### config.mk
export PLATFORM = sky130hd
export DESIGN_NAME = voice_seq
export DESIGN_NICKNAME = d
export VERILOG_FILES = /design/src/rtl/vs_pkg.sv /design/src/rtl/vs_ucode.sv /design/src/rtl/vs_regfile.sv /design/src/rtl/vs_host.sv /design/src/rtl/voice_seq.sv
export SDC_FILE = /design/constraint.sdc
export NUM_CORES = 1
export LEC_CHECK = 0
export CORE_ASPECT_RATIO = 0.9
export CORE_MARGIN = 2
export CORE_UTILIZATION = 46
export CTS_BUF_LIST = sky130_fd_sc_hd__clkbuf_4
export DETAILED_ROUTE_END_ITERATION = 6
export GPL_ROUTABILITY_DRIVEN = 0
export MAX_ROUTING_LAYER = met4
export RECOVER_POWER = 100
export SYNTH_ARGS = -nofsm -noshare
export SYNTH_HDL_FRONTEND = slang
export SYNTH_HIERARCHICAL = 1
export SYNTH_SLANG_ARGS = --single-unit
### constraint.sdc
create_clock -name clk -period 8.8 [get_ports clk]
set_input_delay 1.32 -clock clk [delete_from_list [all_inputs] [get_ports clk]]
set_output_delay 1.32 -clock clk [all_outputs]
set_load 0.01 [all_outputs]
### src/rtl/vs_pkg.sv
package vs_pkg;
  localparam int unsigned N_STATES = 5;

  typedef enum logic [1:0] {
    SRC_DEC  = 2'd0,
    SRC_INC  = 2'd1,
    SRC_HOST = 2'd2
  } wsrc_e;

  typedef struct packed {
    logic  use_host;
    logic  sel_loc;
    logic  reg_we;
    wsrc_e src;
    logic  cap_zero;
    logic  load_out;
    logic  clr_req;
    logic  slot_end;
  } uctl_t;
endpackage

### src/rtl/vs_ucode.sv
module vs_ucode
  import vs_pkg::*;
(
  input  logic [2:0] state,
  input  logic       req,
  input  logic       zero,
  output uctl_t      ctl
);
  // Decode table indexed by {state, req, zero}.
  always_comb begin
    ctl = '0;
    ctl.src = SRC_DEC;
    unique case (state)
      3'd0: ctl.cap_zero = 1'b1;
      3'd1: begin
        ctl.reg_we = ~zero;
        ctl.src    = SRC_DEC;
      end
      3'd2: begin
        ctl.sel_loc  = 1'b1;
        ctl.load_out = 1'b1;
        ctl.reg_we   = ~zero;
        ctl.src      = SRC_INC;
      end
      3'd3: begin
        ctl.use_host = 1'b1;
        ctl.reg_we   = req;
        ctl.src      = SRC_HOST;
        ctl.clr_req  = req;
      end
      3'd4: ctl.slot_end = 1'b1;
      default: ctl.slot_end = 1'b1;
    endcase
  end
endmodule

### src/rtl/vs_regfile.sv
module vs_regfile #(
  parameter int unsigned NUM_REGS = 16,
  parameter int unsigned DATA_W   = 16,
  localparam int unsigned RA_W    = $clog2(NUM_REGS)
) (
  input  logic              clk,
  input  logic              rst_n,
  input  logic [RA_W-1:0]   addr,
  input  logic              we,
  input  logic [DATA_W-1:0] wdata,
  output logic [DATA_W-1:0] rdata
);
  logic [DATA_W-1:0] mem_q [NUM_REGS];

  assign rdata = mem_q[addr];

  always_ff @(posedge clk or negedge rst_n) begin
    if (!rst_n) begin
      for (int i = 0; i < NUM_REGS; i++) mem_q[i] <= '0;
    end else if (we) begin
      mem_q[addr] <= wdata;
    end
  end
endmodule

### src/rtl/vs_host.sv
module vs_host #(
  parameter int unsigned DATA_W = 16,
  parameter int unsigned RA_W   = 4
) (
  input  logic              clk,
  input  logic              rst_n,
  input  logic              host_wr,
  input  logic [RA_W-1:0]   host_addr,
  input  logic [DATA_W-1:0] host_data,
  input  logic              clr_req,
  output logic              req,
  output logic [RA_W-1:0]   tgt_addr,
  output logic [DATA_W-1:0] tgt_data
);
  logic              req_q, req_d;
  logic [RA_W-1:0]   addr_q, addr_d;
  logic [DATA_W-1:0] data_q, data_d;

  always_comb begin
    req_d  = req_q;
    addr_d = addr_q;
    data_d = data_q;
    if (clr_req) req_d = 1'b0;
    if (host_wr && !req_q) begin
      req_d  = 1'b1;
      addr_d = host_addr;
      data_d = host_data;
    end
  end

  always_ff @(posedge clk or negedge rst_n) begin
    if (!rst_n) begin
      req_q  <= 1'b0;
      addr_q <= '0;
      data_q <= '0;
    end else begin
      req_q  <= req_d;
      addr_q <= addr_d;
      data_q <= data_d;
    end
  end

  assign req      = req_q;
  assign tgt_addr = addr_q;
  assign tgt_data = data_q;

  // a write seen while busy leaves the latched request untouched
  assert_busy_ignore_R7: assert property (@(posedge clk) disable iff (!rst_n)
    (req_q && host_wr && !clr_req) |=> ($stable(data_q) && $stable(addr_q) && req_q));

  // a serviced request is cleared in the following cycle
  assert_req_clear_R6: assert property (@(posedge clk) disable iff (!rst_n)
    clr_req |=> !req_q);
endmodule

### src/rtl/voice_seq.sv
module voice_seq
  import vs_pkg::*;
#(
  parameter int unsigned NUM_VOICES = 8,
  parameter int unsigned DATA_W     = 16,
  localparam int unsigned CH_W      = $clog2(NUM_VOICES)
) (
  input  logic              clk,
  input  logic              rst_n,
  input  logic              host_wr,
  input  logic [CH_W-1:0]   host_chan,
  input  logic              host_sel,
  input  logic [DATA_W-1:0] host_data,
  output logic              host_busy,
  output logic [DATA_W-1:0] mem_addr,
  output logic [CH_W-1:0]   mem_chan,
  output logic              sh_strobe
);
  localparam int unsigned NUM_REGS = 2 * NUM_VOICES;
  localparam int unsigned RA_W     = CH_W + 1;
  localparam logic [2:0]  ST_LAST  = 3'(N_STATES - 1);
  localparam logic [2:0]  ST_LOAD  = 3'd2;

  // Reset: asynchronous assert, synchronous release
  logic [1:0] rs_q;
  logic       rst_i;
  always_ff @(posedge clk or negedge rst_n) begin
    if (!rst_n) rs_q <= 2'b00;
    else        rs_q <= {rs_q[0], 1'b1};
  end
  assign rst_i = rs_q[1];

  logic [2:0]        state_q, state_d;
  logic [CH_W-1:0]   chan_q, chan_d;
  logic              zero_q, zero_d;
  logic [DATA_W-1:0] maddr_q, maddr_d;
  logic [CH_W-1:0]   mchan_q, mchan_d;
  uctl_t             ctl;
  logic              req;
  logic [RA_W-1:0]   tgt_addr, rf_addr;
  logic [DATA_W-1:0] tgt_data, rdata, wdata;

  vs_ucode u_ucode (
    .state (state_q),
    .req   (req),
    .zero  (zero_q),
    .ctl   (ctl)
  );

  vs_host #(.DATA_W(DATA_W), .RA_W(RA_W)) u_host (
    .clk       (clk),
    .rst_n     (rst_i),
    .host_wr   (host_wr),
    .host_addr ({host_chan, host_sel}),
    .host_data (host_data),
    .clr_req   (ctl.clr_req),
    .req       (req),
    .tgt_addr  (tgt_addr),
    .tgt_data  (tgt_data)
  );

  // Two-way address select: playback voice or host-latched target
  assign rf_addr = ctl.use_host ? tgt_addr : {chan_q, ctl.sel_loc};

  always_comb begin
    unique case (ctl.src)
      SRC_DEC:  wdata = rdata - 1'b1;
      SRC_INC:  wdata = rdata + 1'b1;
      default:  wdata = tgt_data;
    endcase
  end

  vs_regfile #(.NUM_REGS(NUM_REGS), .DATA_W(DATA_W)) u_rf (
    .clk   (clk),
    .rst_n (rst_i),
    .addr  (rf_addr),
    .we    (ctl.reg_we),
    .wdata (wdata),
    .rdata (rdata)
  );

  always_comb begin
    state_d = ctl.slot_end ? 3'd0 : state_q + 3'd1;
    chan_d  = ctl.slot_end ? chan_q + 1'b1 : chan_q;
    zero_d  = ctl.cap_zero ? (rdata == '0) : zero_q;
    maddr_d = ctl.load_out ? rdata  : maddr_q;
    mchan_d = ctl.load_out ? chan_q : mchan_q;
  end

  always_ff @(posedge clk or negedge rst_i) begin
    if (!rst_i) begin
      state_q <= 3'd0;
      chan_q  <= '0;
      zero_q  <= 1'b1;
      maddr_q <= '0;
      mchan_q <= '0;
    end else begin
      state_q <= state_d;
      chan_q  <= chan_d;
      zero_q  <= zero_d;
      maddr_q <= maddr_d;
      mchan_q <= mchan_d;
    end
  end

  assign mem_addr  = maddr_q;
  assign mem_chan  = mchan_q;
  assign sh_strobe = (state_q == ST_LAST);
  assign host_busy = req;

  // voices are taken in ascending order with wrap
  assert_slot_order_R1: assert property (@(posedge clk) disable iff (!rst_i)
    ctl.slot_end |=> (chan_q == $past(chan_q) + 1'b1));

  // state cycles step by one until the last one of the slot
  assert_slot_len_R2: assert property (@(posedge clk) disable iff (!rst_i)
    (state_q != ST_LAST) |=> (state_q == $past(state_q) + 3'd1));

  // a count word is never decremented from zero
  assert_no_underflow_R5: assert property (@(posedge clk) disable iff (!rst_i)
    (ctl.reg_we && ctl.src == SRC_DEC) |-> (rdata != '0));

  // outputs change only at the end of the load cycle
  assert_out_hold_R8: assert property (@(posedge clk) disable iff (!rst_i)
    (state_q != ST_LOAD) |=> ($stable(maddr_q) && $stable(mchan_q)));
endmodule

Yosys cells after proc, flatten, opt, wreduce, memory -nomap -nowiden
Index checks and enable logic that the tools add are counted.
Widths: inputs -> output; s select.
{ "op_classes": {"add_sub_neg": 4, "magnitude_cmp": 2, "n_eq_ne": 5, "muxes": 16, "bitwise_logic": 2, "reduce_logical": 8} }
{ "ops": {"columns": ["op", "count"], "rows": [
  ["$bwmux 256", 1],
  ["$bmux 16 s4", 1],
  ["$demux 16 s4", 1],
  ["$mux 16", 3],
  ["$pmux 16 s2", 1],
  ["$add 16x1->16 const B", 1],
  ["$logic_not 16->1", 1],
  ["$sub 16x1->16 const B", 1],
  ["$pmux 3 s3", 1],
  ["$add 3x1->3 const B", 2],
  ["$eq 3x2->1 const B", 2],
  ["$mux 1", 6],
  ["$ge 5x5->1 const B", 1],
  ["$lt 5x1->1 const B", 1],
  ["$not 4->5", 1],
  ["$mux 4", 1],
  ["$reduce_or 4->1", 1],
  ["$eq 3x1->1 const B", 1],
  ["$eq 3x3->1 const B", 1],
  ["$logic_not 3->1", 1],
  ["$mux 3", 1],
  ["$eq 2x1->1 const B", 1],
  ["$logic_and 1x1->1", 2],
  ["$logic_not 2->1", 1],
  ["other kinds (3)", 3]
]} }
{ "word_totals": {"ff_bits": 305, "inputBits": 23, "wordCells": 62} }

Longest topological paths before layout
Gate-level depths: netlist of the first run.
{ "logic_depth": {"word_depth": 10, "mapped_depth": 17} }

By module
Netlist of the first run, hierarchy kept.
{ "by_module_without_submodules": {"columns": ["module", "n_inst", "cells_per_inst", "area_per_inst_um2", "seq_area_each_um2"], "rows": [
  ["vs_regfile", 1, 710, 11517.3, 6406.1],
  ["voice_seq", 1, 227, 2138.3, 701.9],
  ["vs_host", 1, 46, 870.8, 525.5],
  ["vs_ucode", 1, 13, 90.1, 0.0]
]} }

Worst setup path after synthesis of the first run
OpenSTA, ideal clock, no wires.
{ "synth_path": {"path_kind": "reg2reg", "start": "reg state_q[2]", "end": "reg u_rf/mem_q[12] (netlist bit)", "setup_ps": 65, "arrival_time_ps": 4295, "slack_ps": 4440, "path_stages_with_launch": 17, "period_less_slack_ps": 4360, "path_cell_list": "dfrtp_1 and3b_2 buf_4 mux2_2 buf_4 buf_4 mux4_2 a22oi_1 nand2_1 ha_1 a21o_1 a221o_1 a21o_1 a2111o_1 o211ai_2 clkbuf_1 mux2_2"} }
{ "synth_rtl": {"columns": ["element", "line", "text"], "rows": [
  ["start, declared", "voice_seq.sv:33", "logic [2:0] state_q, state_d;"],
  ["start signal, assigned", "voice_seq.sv:98", "state_q <= state_d;"],
  ["end signal, assigned by index", "vs_regfile.sv:21", "mem_q[addr] <= wdata;"],
  ["end, declared", "vs_regfile.sv:13", "logic [DATA_W-1:0] mem_q [NUM_REGS];"]
]} }

==> results of run 1 <==
-- per-stage QoR --
| stage | power, µW | worst slack [ns] | area [µm²] |
|---|---|---|---|
| finish | 5560 | 1.64 | 16500 |
| CTS | 5630 | 2.84 | 16600 |
| floorplan | 3700 | 3.81 | 14600 |
| detailed placement | 4250 | 2.86 | 15500 |
| global route | 5910 | 1.21 | 16500 |
| global placement | 4200 | 2.90 | 15500 |
-- cell families (layout without fill, tap and decap cells) --
kind of cell / count (synthesis) / after routing / share of synthesized area
multiplexers: 365 / 365 / 0.336
flip-flops: 305 / 305 / 0.522
AND/OR/NAND/NOR: 124 / 124 / 0.0439
AO/OA/AOI/OAI: 95 / 95 / 0.0471
buffers and inverters: 77 / 235 / 0.0278
adder cells (fa/ha/maj): 20 / 20 / 0.0176
XOR/XNOR: 9 / 9 / 0.00539
other: 1 / 3 / 0.000257
-- final timing paths --
| check | endpoint | from | slack, ns | cells past startpoint |
|---|---|---|---|---|
| setup / recovery | u_rf/mem_q[200] | state_q[2] | 1.64 | 14 |
| hold / removal | rs_q[1] | rs_q[0] | 0.34 | 0 |
| setup reg to reg | u_rf/mem_q[200] | state_q[2] | 1.64 | 14 |
| hold reg to reg | rs_q[1] | rs_q[0] | 0.34 | 0 |
| max in group asynchronous | u_rf/mem_q[150] | rs_q[1] | 2.61 | 1 |
| min in group asynchronous | rs_q[1] | rst_n | 0.85 | 1 |
-- power by group --
group / internal, µW / leakage (µW) / total, µW / switching [µW]
clock: 758 / 0.000670 / 1350 / 593
combinational: 1040 / 0.00278 / 1950 / 907
sequential: 1980 / 0.00374 / 2260 / 279
-- cell usage after synthesis (all sizes together) (4+ instances only) --
cell type and count:
dfrtp 304, mux4 64, and3 4, o21ai 12
a21oi 11, nor2 26, ha 19, o21a 4
nand2 44, nor3b 5, a21o 11, xor2 6
nor2b 7, nand3 6, clkbuf 28, mux2 301
nand2b 9, o211ai 4, inv 7, buf 42
and2 5, nor3 6, a22oi 32
-- layout make-up --
cell class / count / area, µm² / area share
inverters: 7 / 26.3 / 0.00159
multi-input cells: 614 / 6510 / 0.395
clock buffers: 130 / 976 / 0.0592
diodes: 2 / 5.00 / 0.000304
clock inverters: 18 / 160 / 0.00972
flip-flops and latches: 305 / 7630 / 0.463
repair buffers: 80 / 657 / 0.0399
well taps: 409 / 512 / 0.0311
-- state kept, by name, summed over array words and instances, names as in the netlist --
register,count
mem_chan,3
zero_q,1
u_host/tgt_data,16
chan_q,3
mem_addr,16
u_host/tgt_addr,4
u_host/req,1
rs_q,2
state_q,3
u_rf/mem_q,256
-- cells in the final DEF, fill, tap and decap left out, types with 11 or more instances in the layout --
cell type        count
a22oi_1             32
clkbuf_4           130
nand2_1             44
buf_4               23
nor2_1              17
mux2_2             291
a21oi_1             11
dlygate4sd3_1       22
clkinv_1            11
clkdlybuf4s50_1     21
dfrtp_1            304
ha_1                19
clkbuf_1            13
o21ai_0             12
mux4_2              64
-- layer usage --
layer	global-route usage	vias up	wire length [µm]
met1	0.325	4678	16500
met3	0.0410	71	1960
met2	0.351	250	16900
met5	-	-	0
li1	-	3969	-
met4	0.0801	0	958
==> metrics, run 1 <==
status complete, but fails checks; failing checks max-capacitance violations, max-slew violations; Setup crit start kind flip-flop; Avg WL per Cell 23.2 µm; Skew-Pair Late Insertion Delay 0.73 ns; hold slack 0.339 ns; async set-reset flop share out of synthesis 1.00; skew final 0.0569 ns; layout overhead on the synthesized area 12.7%; ys flop type dfrtp_1; ANT nets after route 0; Synth Net Count 1,039; cts bufs inserted just over 80; fin util 0.530; first-pass GRT wire length between 50,000 and 60,000 µm; Worst-path clk slew approximately 0.07 ns; initial drt markers 563; Critical Path RT 9.43 ns; Final Setup Violations 0; Post-DP HPWL 21,900 µm; Top Ports 44; initial antenna violation count 1; Synth Cell Area 14,600 µm²; non-filler cells, final 1,565; vias in the first global route 9,312; synthesized area per cell between 10 and 15 µm²; FP Rows 61; Syn Inst Count 996; Hold Path Class reg -> reg; Synth Register Bits slightly above 300; CP peak stage delay around 1.6 ns; Slew headroom -1.69; H-tree depth 3; cell chain of the critical path and3b_1 > mux2_1 > buf_4 > mux4_2 > a22oi_1 > nand2_1 > ha_1 > o211ai_1 > a21oi_1 > o211a_1 > nor3_1 > o31ai_1 > clkbuf_1 > mux2_2; # DRC 0; Setup TNS 0 ns; Bufs and invs on worst path 2; IO buf count 43; number of synthesis warnings 6; period utilisation layout 0.814; Post-CTS Setup Repair Bufs 0; Top delay family on crit path multiplexers; CORE AREA 31,100 µm²; Post-synth EDFFs 0; Synth area leader dfrtp_1; final-report hold violation count 0; Setup crit end kind flip-flop; # fillers about 2.6k; Static Leak between 0.007 and 0.008 µW; Worst Path Max Fanout 33; RSZ-0062 raised after global routing no; critical path type reg -> reg; register area share after synthesis 0.522; Slowest-stage cell, CP mux2_1; placed cells 1,415; CTS tree built; die width 192 µm; fin. max-slew vios 363; Layout Nets ~1.1k; critical path arrival 7.79 ns; crit path time final approximately 7 ns; TritonCTS Sinks 305; drt via density around 5.7; total iterations of the first detailed-routing run 5; WL final around 36,000 µm; Die H 173 µm; hold_buf cts 0; Max VDD drop 127 µV; DIE AREA 33,200 µm²; CTS max path bufs 3; top post-synthesis cells by area dfrtp_1 (52%), mux2_2 (22%), mux4_2 (9.9%); largest net degree at the start of global routing 162; gr ovfl total 0; max_cap viols 5; share of the synthesized area in the top cell type 0.520; Fmax 0.140 GHz; total track usage 0.235; ratio of cells with drive above 1 in the final layout 0.463; CTS resizes 0; vias post-DR 8,968; PD cells 337 nW/µm²; CTS Root Cell clkbuf_4; Worst-Margin Slew 4.03 ns; initial core utilization 0.471; post-synth cell types 56
Power figures use the tool's default switching activity.
==> inputs of run 2 (changes only) <==
Clock period 8.8 ns to 6.6 ns, I/O delays scaled along.
==> run 2 against run 1 <==
Net effect: the flow still finishes with violations (max-capacitance violations, max-slew violations); sequential share of layout area increased by 0.22 points; via count decreased by 0.28%; count of clock-buffer cells in the layout decreased by 13; sequential cell count unchanged; combinational power increased by 33%; worst setup slack got worse by 0.83 ns; global-route usage decreased by 0.46 points; utilization decreased by 0.25 points; register-to-register slack got worse by 0.83 ns; critical path depth increased by 1; cell count decreased by 0.96%; die area unchanged; critical path type unchanged.
==> metrics, run 2 (synthesized netlist as in run 1, its figures left out) <==
status complete, but fails checks; failing checks max-capacitance violations, max-slew violations; max_cap viols 3; RSZ-0062 raised after global routing no; initial drt markers between 600 and 700; vias in the first global route 9,454; Max VDD drop 189 µV; Post-DP HPWL 22,200 µm; skew final 0.0579 ns; critical path arrival about 6.4 ns; FP Rows 61; drt via density between 5 and 6; gr ovfl total 0; CTS tree built; fin util 0.528; most common cell after layout, fill and taps aside dfrtp_1; Fmax ~0.17 GHz; Setup TNS 0 ns; final-report hold violation count 0; Die H 173 µm; largest net degree at the start of global routing 123; vias post-DR 8,943; cts bufs inserted 81; Post-CTS Setup Repair Bufs 0; Worst-path clk slew 0.07 ns; Top Ports 44; IO buf count 43; # DRC 0; Setup crit end kind flip-flop; highest-count cells in the layout ignoring fill and taps dfrtp_1 (304), mux2_2 (288), clkbuf_4 (117), mux4_2 (64), nand2_1 (44); CTS resizes 0; Top delay family on crit path compound AO/OA/AOI/OAI gates; Slowest-stage cell, CP o211ai_1; period utilisation layout 0.878; Layout Nets approximately 1.1k; crit path time final 5.79 ns; Final Setup Violations 0; H-tree depth 3; CTS max path bufs 3; ratio of cells with drive above 1 in the final layout 0.457; Biggest register u_rf/mem_q; total iterations of the first detailed-routing run 5; Skew-Pair Late Insertion Delay 0.73 ns; Slew headroom -0.915; Bufs and invs on worst path 3; Hold Path End rs_q[1]; Worst Hold Depth 0; worst reg2reg endpoint u_rf/mem_q[76]; DIE AREA 33,200 µm²; Static Leak just over 0.007 µW; first-pass GRT wire length ~56,000 µm; fin. max-slew vios 205; Worst-Margin Slew 2.87 ns; initial core utilization 0.471; Critical Path RT 7.21 ns; PD cells 445 nW/µm²; ANT nets after route 0; initial antenna violation count 2; Worst Hold Launch rs_q[0]; CTS Root Cell clkbuf_4; Critical R2R Launch state_q[2]; Worst Path Max Fanout 60; Setup crit start kind flip-flop; hold_buf cts 0; CORE AREA 31,100 µm²; Hold Path Class reg -> reg; Worst R2R Path Depth 15; CP peak stage delay approximately 1.1 ns; die width 192 µm; cell chain of the critical path and3b_1 > buf_4 > mux2_1 > buf_12 > buf_4 > mux4_2 > a22oi_1 > nand2_1 > ha_1 > o211ai_1 > a21oi_1 > o211a_1 > a21oi_1 > o211ai_1 > mux2_2; flop2flop setup slack ~0.81 ns; layout overhead on the synthesized area 12.2%; TritonCTS Sinks a little over 300; WL final ~35,000 µm; critical path type reg -> reg; Avg WL per Cell 22.9 µm; total track usage 0.230; max reg flops 256
[run 2: cell count changes in the layout (fill, tap and decap cells not counted), moves of 2 or more]
cell | previous run | this run
mux2_2 | 291 | 288
clkinv_1 | 11 | 8
clkbuf_4 | 130 | 117
buf_12 | 0 | 2
mux2_1 | 8 | 11
[run 2: area by class of cell]
| class | instances | area [µm²] |
|---|---|---|
| diodes | 1 | 2.50 |
| repair buffers | 81 | 693 |
| fillers | 2675 | 14700 |
| inverters | 7 | 26.3 |
| multi-input cells | 614 | 6500 |
| flip-flops and latches | 305 | 7630 |
| well taps | 409 | 512 |
| clock buffers | 117 | 878 |
| clock inverters | 16 | 153 |
[run 2: worst register-to-register path: stages (launching register included)]
cell and delay [ns]:
dfrtp_1 0.54, and3b_1 0.32, buf_4 0.33, mux2_1 0.24, buf_12 0.40, buf_4 0.39
mux4_2 0.55, a22oi_1 0.19, nand2_1 0.15, ha_1 0.40, o211ai_1 0.11, a21oi_1 0.23
o211a_1 0.37, a21oi_1 0.11, o211ai_1 1.05, mux2_2 0.35
[run 2: worst max-delay path by stage]
stage / start / to / slack (ns) / cells past startpoint
floorplan: rs_q[1] / chan_q[0] / 1.61 / 0
global placement: state_q[2] / u_rf/mem_q[110] / 1.27 / 15
detailed placement: state_q[2] / u_rf/mem_q[142] / 1.23 / 15
CTS: state_q[2] / u_rf/mem_q[62] / 1.23 / 15
global route: rs_q[1] / u_rf/mem_q[154] / 0.42 / 1
finish: state_q[2] / u_rf/mem_q[76] / 0.81 / 15
[run 2: per-stage QoR]
step	total power, µW	hold slack, ns	std cells	area (µm²)	setup slack (ns)
2_1_floorplan	4930	0.331	996	14600	1.61
3_3_place_gp	5620	0.336	1416	15500	1.27
3_5_place_dp	5690	0.340	1416	15500	1.23
4_1_cts	7420	0.353	1549	16600	1.23
5_1_grt	7790	0.358	1550	16400	0.423
6_report	7300	0.349	1550	16400	0.808
[run 2: where the power goes]
part / leakage (µW) / internal [µW] / switching, µW / total [µW]
Combinational: 0.00279 / 1390 / 1210 / 2600
Sequential: 0.00374 / 2630 / 381 / 3010
Clock: 0.000606 / 924 / 764 / 1690
Total: 0.00714 / 4950 / 2350 / 7300
[run 2: per-layer routing]
layer / track usage / part of all wire
met3: 0.0442 / 0.050
met5: - / 0
met1: 0.313 / 0.45
met4: 0.0737 / 0.022
met2: 0.350 / 0.48
==> inputs of run 3 (changes only) <==
Settings changed: MAX_ROUTING_LAYER met4 to unset, SYNTH_HIERARCHICAL 1 to unset.
==> run 3 against run 2 <==
Net effect: the flow still finishes with violations (max-capacitance violations, max-slew violations); area after synthesis is 4.3% lower; wire length rose by 15%; sequential cell count unchanged; worst setup slack worse by 0.033 ns; critical path type unchanged; largest cell class unchanged; clock power about the same.
==> metrics, run 3 <==
Synth area leader dfrtp_1; skew final 0.0455 ns; top-count cell post-synth dfrtp_1; Setup crit start kind flip-flop; initial core utilization 0.467; Setup TNS 0 ns; most common cell after layout, fill and taps aside o21ai_0; Post-DP HPWL 25,800 µm; Layout Nets 1,532; Synth top cells by count dfrtp_1 (304), o21ai_0 (299), nand2_1 (279), clkbuf_1 (100), o22ai_1 (66); Top Ports 44; CTS max path bufs 3; Hold Path Class reg -> reg; Die H 169 µm; Critical Path RT 7.15 ns; critical path type reg -> reg; TritonCTS Sinks 305; wl on met1 18,700 µm; register area share after synthesis 0.546; routed wl met2 18,200 µm; max_cap viols 5; die width 188 µm; # DRC 0; CTS Root Cell clkbuf_4; max reg flops approximately 260; DIE AREA 31,800 µm²; ys flop type dfrtp_1; Biggest register u_rf.mem_q; drt via density 5.77; Worst-Margin Slew 4.40 ns; initial antenna violation count 1; highest-count cells in the layout ignoring fill and taps o21ai_0 (308), dfrtp_1 (304), nand2_1 (278), clkbuf_4 (122), o22ai_1 (66); Slowest-stage cell, CP clkbuf_1; Post-synth EDFFs 0; share of the synthesized area in the top cell type 0.544; RSZ-0062 raised after global routing no; Post-CTS Setup Repair Bufs 0; total track usage 0.265; Setup crit end kind flip-flop; most frequent CP cell a21o_1; hold_buf cts 0; Worst-path clk slew around 0.060 ns; cell chain of the critical path ha_1 > nand2b_1 > clkbuf_1 > a31o_2 > o21ai_0 > nand4_1 > inv_1 > ha_1 > a21o_1 > a21o_1 > a21o_1 > a221o_1 > a221oi_1 > mux2i_1 > a2111oi_4 > buf_4 > o21ai_0; Fmax about 0.17 GHz; CTS tree built; number of synthesis warnings 0; ratio of cells with drive above 1 in the final layout 0.145; Avg WL per Cell roughly 21 µm; Slew headroom -1.94; synthesized area per cell 9.78 µm²; max layer used met4; metal3 WL 2740 µm; post-synth cell types 64; Synth Cell Area around 14,000 µm²; vias post-DR 11.2k; total iterations of the first detailed-routing run 5; CORE AREA about 30,000 µm²; FP Rows 60; WL final 40,900 µm; layout overhead on the synthesized area 12.8%; Synth Net Count 1,472; H-tree depth 3; Max VDD drop 187 µV; Static Leak 0.00717 µW; PD cells 476 nW/µm²; largest net degree at the start of global routing 143; first-pass GRT wire length roughly 65,000 µm; async set-reset flop share out of synthesis 1.00; IO buf count 43; status complete, but fails checks; Final Setup Violations 0; Synth Register Bits 305; top post-synthesis cells by area dfrtp_1 (54%), o21ai_0 (11%), nand2_1 (7.5%); final-report hold violation count 0; critical path arrival between 6 and 7 ns; failing checks max-capacitance violations, max-slew violations; period utilisation layout 0.883; fin. max-slew vios between 300 and 400; initial drt markers 916; fin worst setup slack 0.775 ns; Top delay family on crit path compound AO/OA/AOI/OAI gates; vias in the first global route 11.2k; Place WS around 1.0 ns; Skew-Pair Late Insertion Delay 0.73 ns; Syn Inst Count about 1.4k; Bufs and invs on worst path 3; crit path time final 5.83 ns; ANT nets after route 0; CTS resizes 0; Worst Path Max Fanout 21; CP peak stage delay 0.88 ns; cts bufs inserted 81; gr ovfl total 0
## run 3: cell types whose count changed after synthesis, sizes merged, moves of 21 or more
cell,change
clkbuf,+72
o22ai,+65
mux2,-257
buf,-27
mux2i,+31
nand2,+235
o21ai,+299
a21oi,+21
mux4,-64
## run 3: metrics by stage
stage | hold WS (ns) | utilization | cells | power [µW] | cell area, µm²
after global placement | 0.262 | 0.496 | 1810 | 5820 | 14900
after CTS | 0.247 | 0.530 | 1944 | 7590 | 15900
final | 0.350 | 0.527 | 1946 | 7520 | 15800
after global routing | 0.356 | 0.527 | 1946 | 8090 | 15800
after floorplan | 0.331 | - | 1431 | 4960 | 14000
after detailed placement | 0.256 | 0.496 | 1810 | 5880 | 14900
## run 3: logic make-up after synthesis
group	synth area share
buffers and inverters	0.0379
and+or+nand+nor	0.112
DFF	0.546
xor gates and xnor gates	0.00814
adders and majority gates	0.0161
other	0.000268
AOI/OAI and AO/OA	0.222
muxes	0.0576
## run 3: layout make-up
class,count,area (µm²)
diodes,1,2.50
multi-input cells,994,5810
repair buffers,92,751
inverters,17,63.8
well taps,403,504
clock buffers,122,916
fillers,2826,14200
flip-flops and latches,305,7630
clock inverters,12,105
## run 3: path summary, 6_finish.rpt
| path | slack (ns) | start | cells after the start | to |
|---|---|---|---|---|
| worst max-delay path | 0.77 | state_q[0] | 17 | u_rf.mem_q[220] |
| worst min-delay path | 0.35 | rs_q[0] | 0 | rs_q[1] |
| min in group asynchronous | 0.41 | rs_q[1] | 0 | u_rf.mem_q[174] |
| worst min register to register | 0.35 | rs_q[0] | 0 | rs_q[1] |
| max in group asynchronous | 1.45 | rs_q[1] | 1 | u_rf.mem_q[217] |
| worst max register to register | 0.77 | state_q[0] | 17 | u_rf.mem_q[220] |
## run 3: worst reg2reg max path: stages, from the launching register on
cell and delay (ns):
dfrtp_1 0.42, ha_1 0.40, nand2b_1 0.29, clkbuf_1 0.88
a31o_2 0.59, o21ai_0 0.23, nand4_1 0.26, inv_1 0.08
ha_1 0.37, a21o_1 0.20, a21o_1 0.18, a21o_1 0.18
a221o_1 0.34, a221oi_1 0.37, mux2i_1 0.17, a2111oi_4 0.33
buf_4 0.27, o21ai_0 0.13
## run 3: routing by layer
| layer | vias to the layer above | GRT usage |
|---|---|---|
| li1 | 5265 | - |
| met1 | 5483 | 0.373 |
| met2 | 407 | 0.401 |
| met3 | 83 | 0.0538 |
| met4 | 0 | 0.113 |
| met5 | - | 0 |
## run 3: report_power, final
part	leakage [µW]	total (µW)	switching, µW	internal, µW
sequential	0.00380	3160	475	2680
combinational	0.00277	2680	1620	1060
clock	0.000602	1680	772	912
